===== src/rtl/lane_merge_pkg.sv =====
package lane_merge_pkg;
  localparam int LANE_CAP = 8;
  localparam int SEL_W = $clog2(LANE_CAP);

  typedef enum logic [1:0] {
    ST_IDLE  = 2'd0,
    ST_ALIGN = 2'd1,
    ST_RUN   = 2'd2
  } mrg_state_e;

  typedef struct packed {
    logic             flush;
    logic             pop;
    logic [SEL_W-1:0] sel;
  } mrg_strobe_t;
endpackage


===== src/rtl/lane_fifo.sv =====
module lane_fifo #(
  parameter int WIDTH = 9,
  parameter int DEPTH = 4,
  localparam int ADDR_W = (DEPTH > 1) ? $clog2(DEPTH) : 1,
  localparam int CNT_W  = $clog2(DEPTH + 1)
) (
  input  logic             clk,
  input  logic             rstN,
  input  logic             flush,
  input  logic             push,
  input  logic [WIDTH-1:0] pushData,
  input  logic             pop,
  output logic [WIDTH-1:0] headData,
  output logic             empty,
  output logic             full
);
  logic [WIDTH-1:0]  mem [DEPTH];
  logic [ADDR_W-1:0] wrPtr, rdPtr;
  logic [CNT_W-1:0]  count;
  logic              pushOk, popOk;

  assign empty    = (count == '0);
  assign full     = (count == CNT_W'(DEPTH));
  assign pushOk   = push && (!full || pop);
  assign popOk    = pop && !empty;
  assign headData = mem[rdPtr];

  function automatic logic [ADDR_W-1:0] nextPtr(input logic [ADDR_W-1:0] p);
    return (p == ADDR_W'(DEPTH - 1)) ? '0 : p + ADDR_W'(1);
  endfunction

  always_ff @(posedge clk) begin
    if (pushOk && !flush) mem[wrPtr] <= pushData;
  end

  always_ff @(posedge clk) begin
    if (!rstN || flush) begin
      wrPtr <= '0;
      rdPtr <= '0;
      count <= '0;
    end else begin
      if (pushOk) wrPtr <= nextPtr(wrPtr);
      if (popOk)  rdPtr <= nextPtr(rdPtr);
      count <= count + CNT_W'(pushOk) - CNT_W'(popOk);
    end
  end

  // occupancy never exceeds the depth
  a_r9_count_bound: assert property (@(posedge clk) disable iff (!rstN)
    count <= CNT_W'(DEPTH));
  // a write into a full, unread FIFO must be met by the control's flush
  a_r9_overflow_flush: assert property (@(posedge clk) disable iff (!rstN)
    (push && full && !pop) |-> flush);
endmodule


===== src/rtl/lane_merge_datapath.sv =====
module lane_merge_datapath
  import lane_merge_pkg::*;
#(
  parameter int LANES = 8,
  parameter int DEPTH = 4,
  localparam int WORD_W = 9
) (
  input  logic               clk,
  input  logic               rstN,
  input  mrg_strobe_t        strobe,
  input  logic [LANES-1:0]   pushEn,
  input  logic [8*LANES-1:0] laneData,
  input  logic [LANES-1:0]   laneEnd,
  output logic [LANES-1:0]   emptyVec,
  output logic [LANES-1:0]   fullVec,
  output logic               headEnd,
  output logic [7:0]         outData
);
  logic [WORD_W-1:0] heads [LANES];
  logic [WORD_W-1:0] headWord;

  for (genvar g = 0; g < LANES; g++) begin : g_lane
    logic popThis;
    assign popThis = strobe.pop && (strobe.sel == SEL_W'(g));
    lane_fifo #(.WIDTH(WORD_W), .DEPTH(DEPTH)) fifo_i (
      .clk      (clk),
      .rstN     (rstN),
      .flush    (strobe.flush),
      .push     (pushEn[g]),
      .pushData ({laneEnd[g], laneData[8*g +: 8]}),
      .pop      (popThis),
      .headData (heads[g]),
      .empty    (emptyVec[g]),
      .full     (fullVec[g])
    );
  end

  always_comb begin
    headWord = '0;
    for (int i = 0; i < LANES; i++) begin
      if (strobe.sel == SEL_W'(i)) headWord = heads[i];
    end
  end

  assign outData = headWord[7:0];
  assign headEnd = headWord[8];
endmodule


===== src/rtl/lane_merge_ctrl.sv =====
module lane_merge_ctrl
  import lane_merge_pkg::*;
#(
  parameter int LANES    = 8,
  parameter int SKEW_MAX = 3,
  localparam int CNT_W   = $clog2(LANES + 1),
  localparam int SKEW_W  = $clog2(SKEW_MAX + 1)
) (
  input  logic             clk,
  input  logic             rstN,
  input  logic [CNT_W-1:0] laneCount,
  input  logic [LANES-1:0] laneValid,
  input  logic [LANES-1:0] laneStart,
  input  logic [LANES-1:0] laneEnd,
  input  logic             hdrFail,
  input  logic             outReady,
  input  logic [LANES-1:0] emptyVec,
  input  logic [LANES-1:0] fullVec,
  input  logic             headEnd,
  output mrg_strobe_t      strobe,
  output logic [LANES-1:0] pushEn,
  output logic             outValid,
  output logic             outLast,
  output logic             alignErr
);
  mrg_state_e        state;
  logic [LANES-1:0]  started, inDone, outDone, activeMask;
  logic [LANES-1:0]  reqMask, maskNow, startNow, startedNext, inDoneNext;
  logic [LANES-1:0]  selHot, popHot, others;
  logic [CNT_W-1:0]  activeCnt;
  logic [SEL_W-1:0]  rr;
  logic [SKEW_W-1:0] skewCnt;
  logic              allStarted, overflow, skewFail, pop, finish, drop;

  always_comb begin
    for (int i = 0; i < LANES; i++) begin
      reqMask[i] = (CNT_W'(i) < laneCount);
      selHot[i]  = (rr == SEL_W'(i));
    end
  end

  // Lanes in use: sampled from laneCount while idle, frozen for the packet
  assign maskNow     = (state == ST_IDLE) ? reqMask : activeMask;
  assign startNow    = laneValid & laneStart & maskNow & ~started & {LANES{state != ST_RUN}};
  assign pushEn      = laneValid & maskNow & ~inDone & (started | startNow);
  assign startedNext = started | startNow;
  assign allStarted  = &(startedNext | ~maskNow);
  assign inDoneNext  = inDone | (pushEn & laneEnd);

  assign outValid = (state == ST_RUN) && |(~emptyVec & selHot);
  assign pop      = outValid && outReady;
  assign popHot   = selHot & {LANES{pop}};
  assign overflow = |(pushEn & fullVec & ~popHot);
  assign skewFail = (state == ST_ALIGN) && !allStarted && (skewCnt == SKEW_W'(SKEW_MAX));

  // Final byte: its lane's end and every other active lane's end already sent
  assign others  = activeMask & ~selHot;
  assign outLast = outValid && headEnd && ((outDone & others) == others);
  assign finish  = pop && outLast;
  assign drop    = hdrFail || overflow || skewFail || finish;

  assign strobe.flush = drop;
  assign strobe.pop   = pop;
  assign strobe.sel   = rr;

  always_ff @(posedge clk) begin
    if (!rstN) begin
      state      <= ST_IDLE;
      started    <= '0;
      inDone     <= '0;
      outDone    <= '0;
      activeMask <= '0;
      activeCnt  <= '0;
      rr         <= '0;
      skewCnt    <= '0;
      alignErr   <= 1'b0;
    end else begin
      alignErr <= !hdrFail && (overflow || skewFail);
      if (drop) begin
        state   <= ST_IDLE;
        started <= '0;
        inDone  <= '0;
        outDone <= '0;
        rr      <= '0;
        skewCnt <= '0;
      end else begin
        unique case (state)
          ST_IDLE: begin
            if (|startNow) begin
              activeMask <= reqMask;
              activeCnt  <= laneCount;
              started    <= startNow;
              inDone     <= inDoneNext;
              outDone    <= '0;
              rr         <= '0;
              skewCnt    <= SKEW_W'(1);
              state      <= allStarted ? ST_RUN : ST_ALIGN;
            end
          end
          ST_ALIGN: begin
            started <= startedNext;
            inDone  <= inDoneNext;
            skewCnt <= skewCnt + SKEW_W'(1);
            if (allStarted) state <= ST_RUN;
          end
          ST_RUN: begin
            inDone <= inDoneNext;
            if (pop) begin
              outDone <= outDone | (selHot & {LANES{headEnd}});
              rr      <= (int'(rr) + 1 >= int'(activeCnt)) ? '0 : rr + SEL_W'(1);
            end
          end
          default: state <= ST_IDLE;
        endcase
      end
    end
  end

  // a byte is offered only once every active lane has started
  a_r3_all_started: assert property (@(posedge clk) disable iff (!rstN)
    outValid |-> &(started | ~activeMask));
  // the selected lane is always one of the active lanes
  a_r1_sel_active: assert property (@(posedge clk) disable iff (!rstN)
    outValid |-> |(selHot & activeMask));
  // the error is a single-cycle pulse
  a_r5_err_pulse: assert property (@(posedge clk) disable iff (!rstN)
    alignErr |=> !alignErr);
  // nothing is offered right after the final byte is taken
  a_r6_idle_after_last: assert property (@(posedge clk) disable iff (!rstN)
    (pop && outLast) |=> !outValid);
  // rotation pointer stays within the active lane count
  a_r2_rr_range: assert property (@(posedge clk) disable iff (!rstN)
    (state == ST_RUN) |-> (int'(rr) < int'(activeCnt)));
endmodule


===== src/rtl/lane_byte_merger.sv =====
module lane_byte_merger
  import lane_merge_pkg::*;
#(
  parameter int LANES      = 8,
  parameter int FIFO_DEPTH = 4,
  parameter int SKEW_MAX   = 3,
  localparam int CNT_W     = $clog2(LANES + 1)
) (
  input  logic               clk,
  input  logic               rstN,
  input  logic [CNT_W-1:0]   laneCount,
  input  logic [LANES-1:0]   laneValid,
  input  logic [LANES-1:0]   laneStart,
  input  logic [LANES-1:0]   laneEnd,
  input  logic [8*LANES-1:0] laneData,
  input  logic               hdrFail,
  input  logic               outReady,
  output logic [7:0]         outData,
  output logic               outValid,
  output logic               outLast,
  output logic               alignErr
);
  mrg_strobe_t      strobe;
  logic [LANES-1:0] pushEn, emptyVec, fullVec;
  logic             headEnd;

  lane_merge_ctrl #(.LANES(LANES), .SKEW_MAX(SKEW_MAX)) ctrl_i (
    .clk       (clk),
    .rstN      (rstN),
    .laneCount (laneCount),
    .laneValid (laneValid),
    .laneStart (laneStart),
    .laneEnd   (laneEnd),
    .hdrFail   (hdrFail),
    .outReady  (outReady),
    .emptyVec  (emptyVec),
    .fullVec   (fullVec),
    .headEnd   (headEnd),
    .strobe    (strobe),
    .pushEn    (pushEn),
    .outValid  (outValid),
    .outLast   (outLast),
    .alignErr  (alignErr)
  );

  lane_merge_datapath #(.LANES(LANES), .DEPTH(FIFO_DEPTH)) dp_i (
    .clk      (clk),
    .rstN     (rstN),
    .strobe   (strobe),
    .pushEn   (pushEn),
    .laneData (laneData),
    .laneEnd  (laneEnd),
    .emptyVec (emptyVec),
    .fullVec  (fullVec),
    .headEnd  (headEnd),
    .outData  (outData)
  );

  // a stalled byte is held until taken (unless the packet is dropped)
  a_r8_stall_hold: assert property (@(posedge clk) disable iff (!rstN)
    (outValid && !outReady && !hdrFail) |=> (alignErr || (outValid && $stable(outData))));
endmodule


===== config.mk =====
export PLATFORM = sky130hd
export DESIGN_NAME = lane_byte_merger
export DESIGN_NICKNAME = d
export VERILOG_FILES = /design/src/rtl/lane_merge_pkg.sv /design/src/rtl/lane_fifo.sv /design/src/rtl/lane_merge_datapath.sv /design/src/rtl/lane_merge_ctrl.sv /design/src/rtl/lane_byte_merger.sv
export SDC_FILE = /design/constraint.sdc
export NUM_CORES = 1
export LEC_CHECK = 0
export BUFFER_PORTS_ARGS = -buffer_cell sky130_fd_sc_hd__buf_2
export CAP_MARGIN = 20
export CORE_MARGIN = 2
export CORE_UTILIZATION = 45
export CTS_BUF_LIST = sky130_fd_sc_hd__clkbuf_4 sky130_fd_sc_hd__clkbuf_8 sky130_fd_sc_hd__clkbuf_16
export DETAILED_ROUTE_END_ITERATION = 8
export PLACE_DENSITY = 0.62
export SLEW_MARGIN = 20
export SYNTH_ARGS = -nofsm -noshare
export SYNTH_HDL_FRONTEND = slang
export SYNTH_HIERARCHICAL = 1
export SYNTH_SLANG_ARGS = --single-unit

===== constraint.sdc =====
create_clock -name clk -period 4.9 [get_ports clk]
set_input_delay 0.98 -clock clk [delete_from_list [all_inputs] [get_ports clk]]
set_output_delay 0.98 -clock clk [all_outputs]
set_load 0.02 [all_outputs]

==> summary.txt <==
Logic synthesis
  – Top FF cell, synth: edfxtp_1
  – Cell area after synthesis: 18500 um2
  – Register area share after synthesis: between 50% and 60%
  – FFs w/ async S/R, synth: 0%
  – Synth warnings: 6
  – Post-synthesis cell count: 1286
  – Yosys cell types: 81
  – Syn Nets: around 1500
  – Register bit total from synthesis: about 400
  – Avg Inst Size Synth: about 14 um2
  – Post-synth EDFFs: around 290

Floorplanning
  – # IOs: 107
  – Die Span X: approximately 210 um
  – DIE HEIGHT: 207 um
  – Die area: 42900 um2
  – CORE AREA: 40700 um2
  – Initial Utilization: about 46%
  – Row cnt: 74

Routing
  – DRC: 0
  – Routed wire length: around 42000 um
  – Antenna Nets Post-Route: 0
  – Via count: 11100
  – Vias per cell: 5.55
  – DR WL/cell: 21.3 um
  – First DRT Iteration DRCs: between 800 and 900
  – DR pass1 iterations: 5

Pwr
  – Pwr dens: about 360 nW/um2
  – Max IR drop VDD: 0.000279 V
  – Leak: 7.44 nW

Worst setup path
  – Crit path launch type: flop
  – CP max FO: 15
  – R2R cell count: 10
  – CP arrival: about 3.5 ns
  – Crit end category: output port
  – CP max stage cell: nor2b_1
  – Slowest Stage Delay on Critical Path: 0.59 ns
  – Worst EP required: 3.92 ns
  – CP Class: flop to output port
  – Crit path top cell by count: a22o_1
  – Worst path cell trace: buf_4 -> nor2b_1 -> a22o_1 -> a22o_1 -> a2bb2oi_1 -> o311ai_0 -> nor4_1 -> and2_1 -> buf_2

Run status
  – Status: finished clean

Final layout
  – Area of the multi-input gates: 6940 um2
  – Layout Nets: 1604
  – Proportion of layout cells with a drive suffix above 1: 25.3%
  – Area occupied by registers: around 11000 um2
  – Most frequent cells in the layout: 288 x edfxtp_1, 113 x dfxtp_1, 106 x buf_2
  – Synthesis-to-layout area growth: 15.4%
  – Filler cells: approximately 3400
  – Commonest non-fill, non-tap cell in the layout: edfxtp_1

Timing
  – Fmax: ~0.22 GHz
  – Period utilisation layout: 92.1%
  – Period minus WS final: 4.51 ns
  – RSZ-0062 raised after global routing: false
  – Final setup violation count: 0
  – Actual slew at the worst max-slew pin: 0.895 ns
  – Setup TNS: 0 ns
  – Fin Hold WS: a little under 0.5 ns
  – Relative slew slack: 40.2%
  – Slew Limit Fails: 0
  – Hold Vio Cnt, Final: 0
  – Clk_skew: 0.0200 ns

Placed design
  – PortBufs: ~110
  – Hpwl dp: 31100 um
  – Placer Congestion: 0.924

CTS
  – Clock root buffer master: clkbuf_16
  – CTS hold repair buffers: 0
  – TritonCTS clock tree: built
  – Setup bufs post-CTS: 0
  – Num CTS Buffers: 44
  – Clock-pin slew on the worst setup and hold paths: 0.06 ns
  – H-tree depth: 2
  – CTS max path bufs: 3
  – Worst skew pair latency: 0.57 ns
  – CTS resizes: 0
  – Sink Count: about 400

Worst hold path
  – Worst hold path class: flop to flop
  – Hold Path Cell Cnt: 2

GRT
  – Total Routing Usage GR: 20.0%
  – Global route overflow: 0
  – Initial antenna violation count: 1
  – Vias in the first global route: 11200
  – First-pass GRT wire length: around 66000 um
  – Largest net degree at the start of global routing: 43

Run
  – Max-cap check violation count: 0
-- worst paths after layout --
check                                                       from                                        end  slack, ns
worst max-delay path                   ctrl_i/rr[1]$_SDFFE_PP0P_                                    outLast       0.39
worst min-delay path            ctrl_i/activeCnt[1]$_SDFFE_PN0P_           ctrl_i/activeCnt[1]$_SDFFE_PN0P_       0.49
worst max register to register      ctrl_i/state[0]$_SDFFE_PP0P_  dp_i/g_lane[3].fifo_i/mem[3][1]$_DFFE_PP_       0.61
worst min register to register  ctrl_i/activeCnt[1]$_SDFFE_PN0P_           ctrl_i/activeCnt[1]$_SDFFE_PN0P_       0.49
-- registers in the layout, indices dropped and copies added, names as in the netlist, named ones only --
signal	count
dp_i/g_lane.fifo_i/rdPtr	16
ctrl_i/rr	3
dp_i/g_lane.fifo_i/wrPtr	16
ctrl_i/activeCnt	3
ctrl_i/outDone	8
ctrl_i/started	8
ctrl_i/alignErr	1
dp_i/g_lane.fifo_i/count	24
ctrl_i/skewCnt	2
dp_i/g_lane.fifo_i/mem	288
ctrl_i/state	2
ctrl_i/activeMask	8
ctrl_i/inDone	8
-- Yosys cell counts, types with 4 or more instances --
library cell | n | area share [%]
edfxtp_1 | 288 | 47
dfxtp_1 | 115 | 12
inv_1 | 81 | 1.6
mux4_2 | 73 | 8.9
nand2_1 | 73 | 1.5
ha_1 | 70 | 4.7
nor3_1 | 46 | 1.2
a21oi_1 | 44 | 1.2
mux2i_1 | 43 | 2.3
nor2_1 | 42 | 0.85
nor3b_1 | 35 | 1.4
nand2b_1 | 28 | 0.94
and2_1 | 23 | 0.78
a2bb2oi_1 | 21 | 0.99
nor2b_1 | 21 | 0.71
or3_1 | 17 | 0.57
o21ai_0 | 16 | 0.43
buf_2 | 15 | 0.40
buf_6 | 15 | 0.91
a22o_1 | 14 | 0.66
xnor2_1 | 14 | 0.66
a31oi_1 | 12 | 0.40
nand3_1 | 11 | 0.30
buf_1 | 10 | 0.20
buf_4 | 10 | 0.40
nor4_2 | 10 | 0.67
clkbuf_1 | 9 | 0.18
fa_1 | 8 | 0.86
o22ai_1 | 8 | 0.27
o41ai_4 | 8 | 1.2
o31ai_2 | 7 | 0.47
a21o_1 | 6 | 0.24
nor4_1 | 6 | 0.20
a211oi_1 | 5 | 0.20
and3b_1 | 5 | 0.24
nand3b_1 | 4 | 0.16
o21a_1 | 4 | 0.16
-- logic make-up after synthesis --
family,count (synthesis),synth area share [%]
adders and majority gates,78,5.59
AOI/OAI and AO/OA,186,8.69
DFF,403,59.0
muxes,117,11.3
and+or+nand+nor,345,10.9
buffers and inverters,142,3.78
xor gates and xnor gates,15,0.708
-- through the flow --
step	util [%]	instances	area [um2]	power (W)	worst slack, ns
2_1_floorplan	-	1286	18500	0.00408	0.838
3_3_place_gp	48.5	1916	19700	0.00425	0.336
3_5_place_dp	48.5	1916	19800	0.00426	0.377
4_1_cts	52.5	1998	21400	0.00788	0.333
5_1_grt	52.5	1998	21400	0.00806	0.202
6_report	52.5	1999	21400	0.00781	0.387
-- power by group --
part | internal (W) | leakage [nW] | switching [W]
sequential | 0.00369 | 3.53 | 0.0000358
combinational | 0.000175 | 3.13 | 0.000286
clock | 0.00225 | 0.781 | 0.00136
total | 0.00612 | 7.44 | 0.00169
-- layer usage --
layer	wire length, um	GRT usage (%)
met4	1050	6.21
met5	13	0
met1	19900	28.9
met2	19400	31.2
met3	2140	3.23
-- layout make-up --
| class | count | share of cell area [%] |
|---|---|---|
| Timing Repair Buffer | 157 | 4.27 |
| Inverter | 83 | 1.46 |
| Sequential cell | 403 | 51.2 |
| Tap cell | 532 | 3.11 |
| Multi-Input combinational cell | 741 | 32.4 |
| Antenna cell | 1 | 0.0117 |
| Clock buffer | 53 | 5.69 |
| Clock inverter | 29 | 1.84 |
-- critical path: cells and delay by family, from the launching register on --
family | cells | cell delay (ns)
buffers and inverters | 2 | 0.41
and+or+nand+nor | 3 | 1.22
DFF | 1 | 0.35
AOI/OAI and AO/OA | 4 | 0.96
No activity file was read; power rests on OpenSTA's default activity.
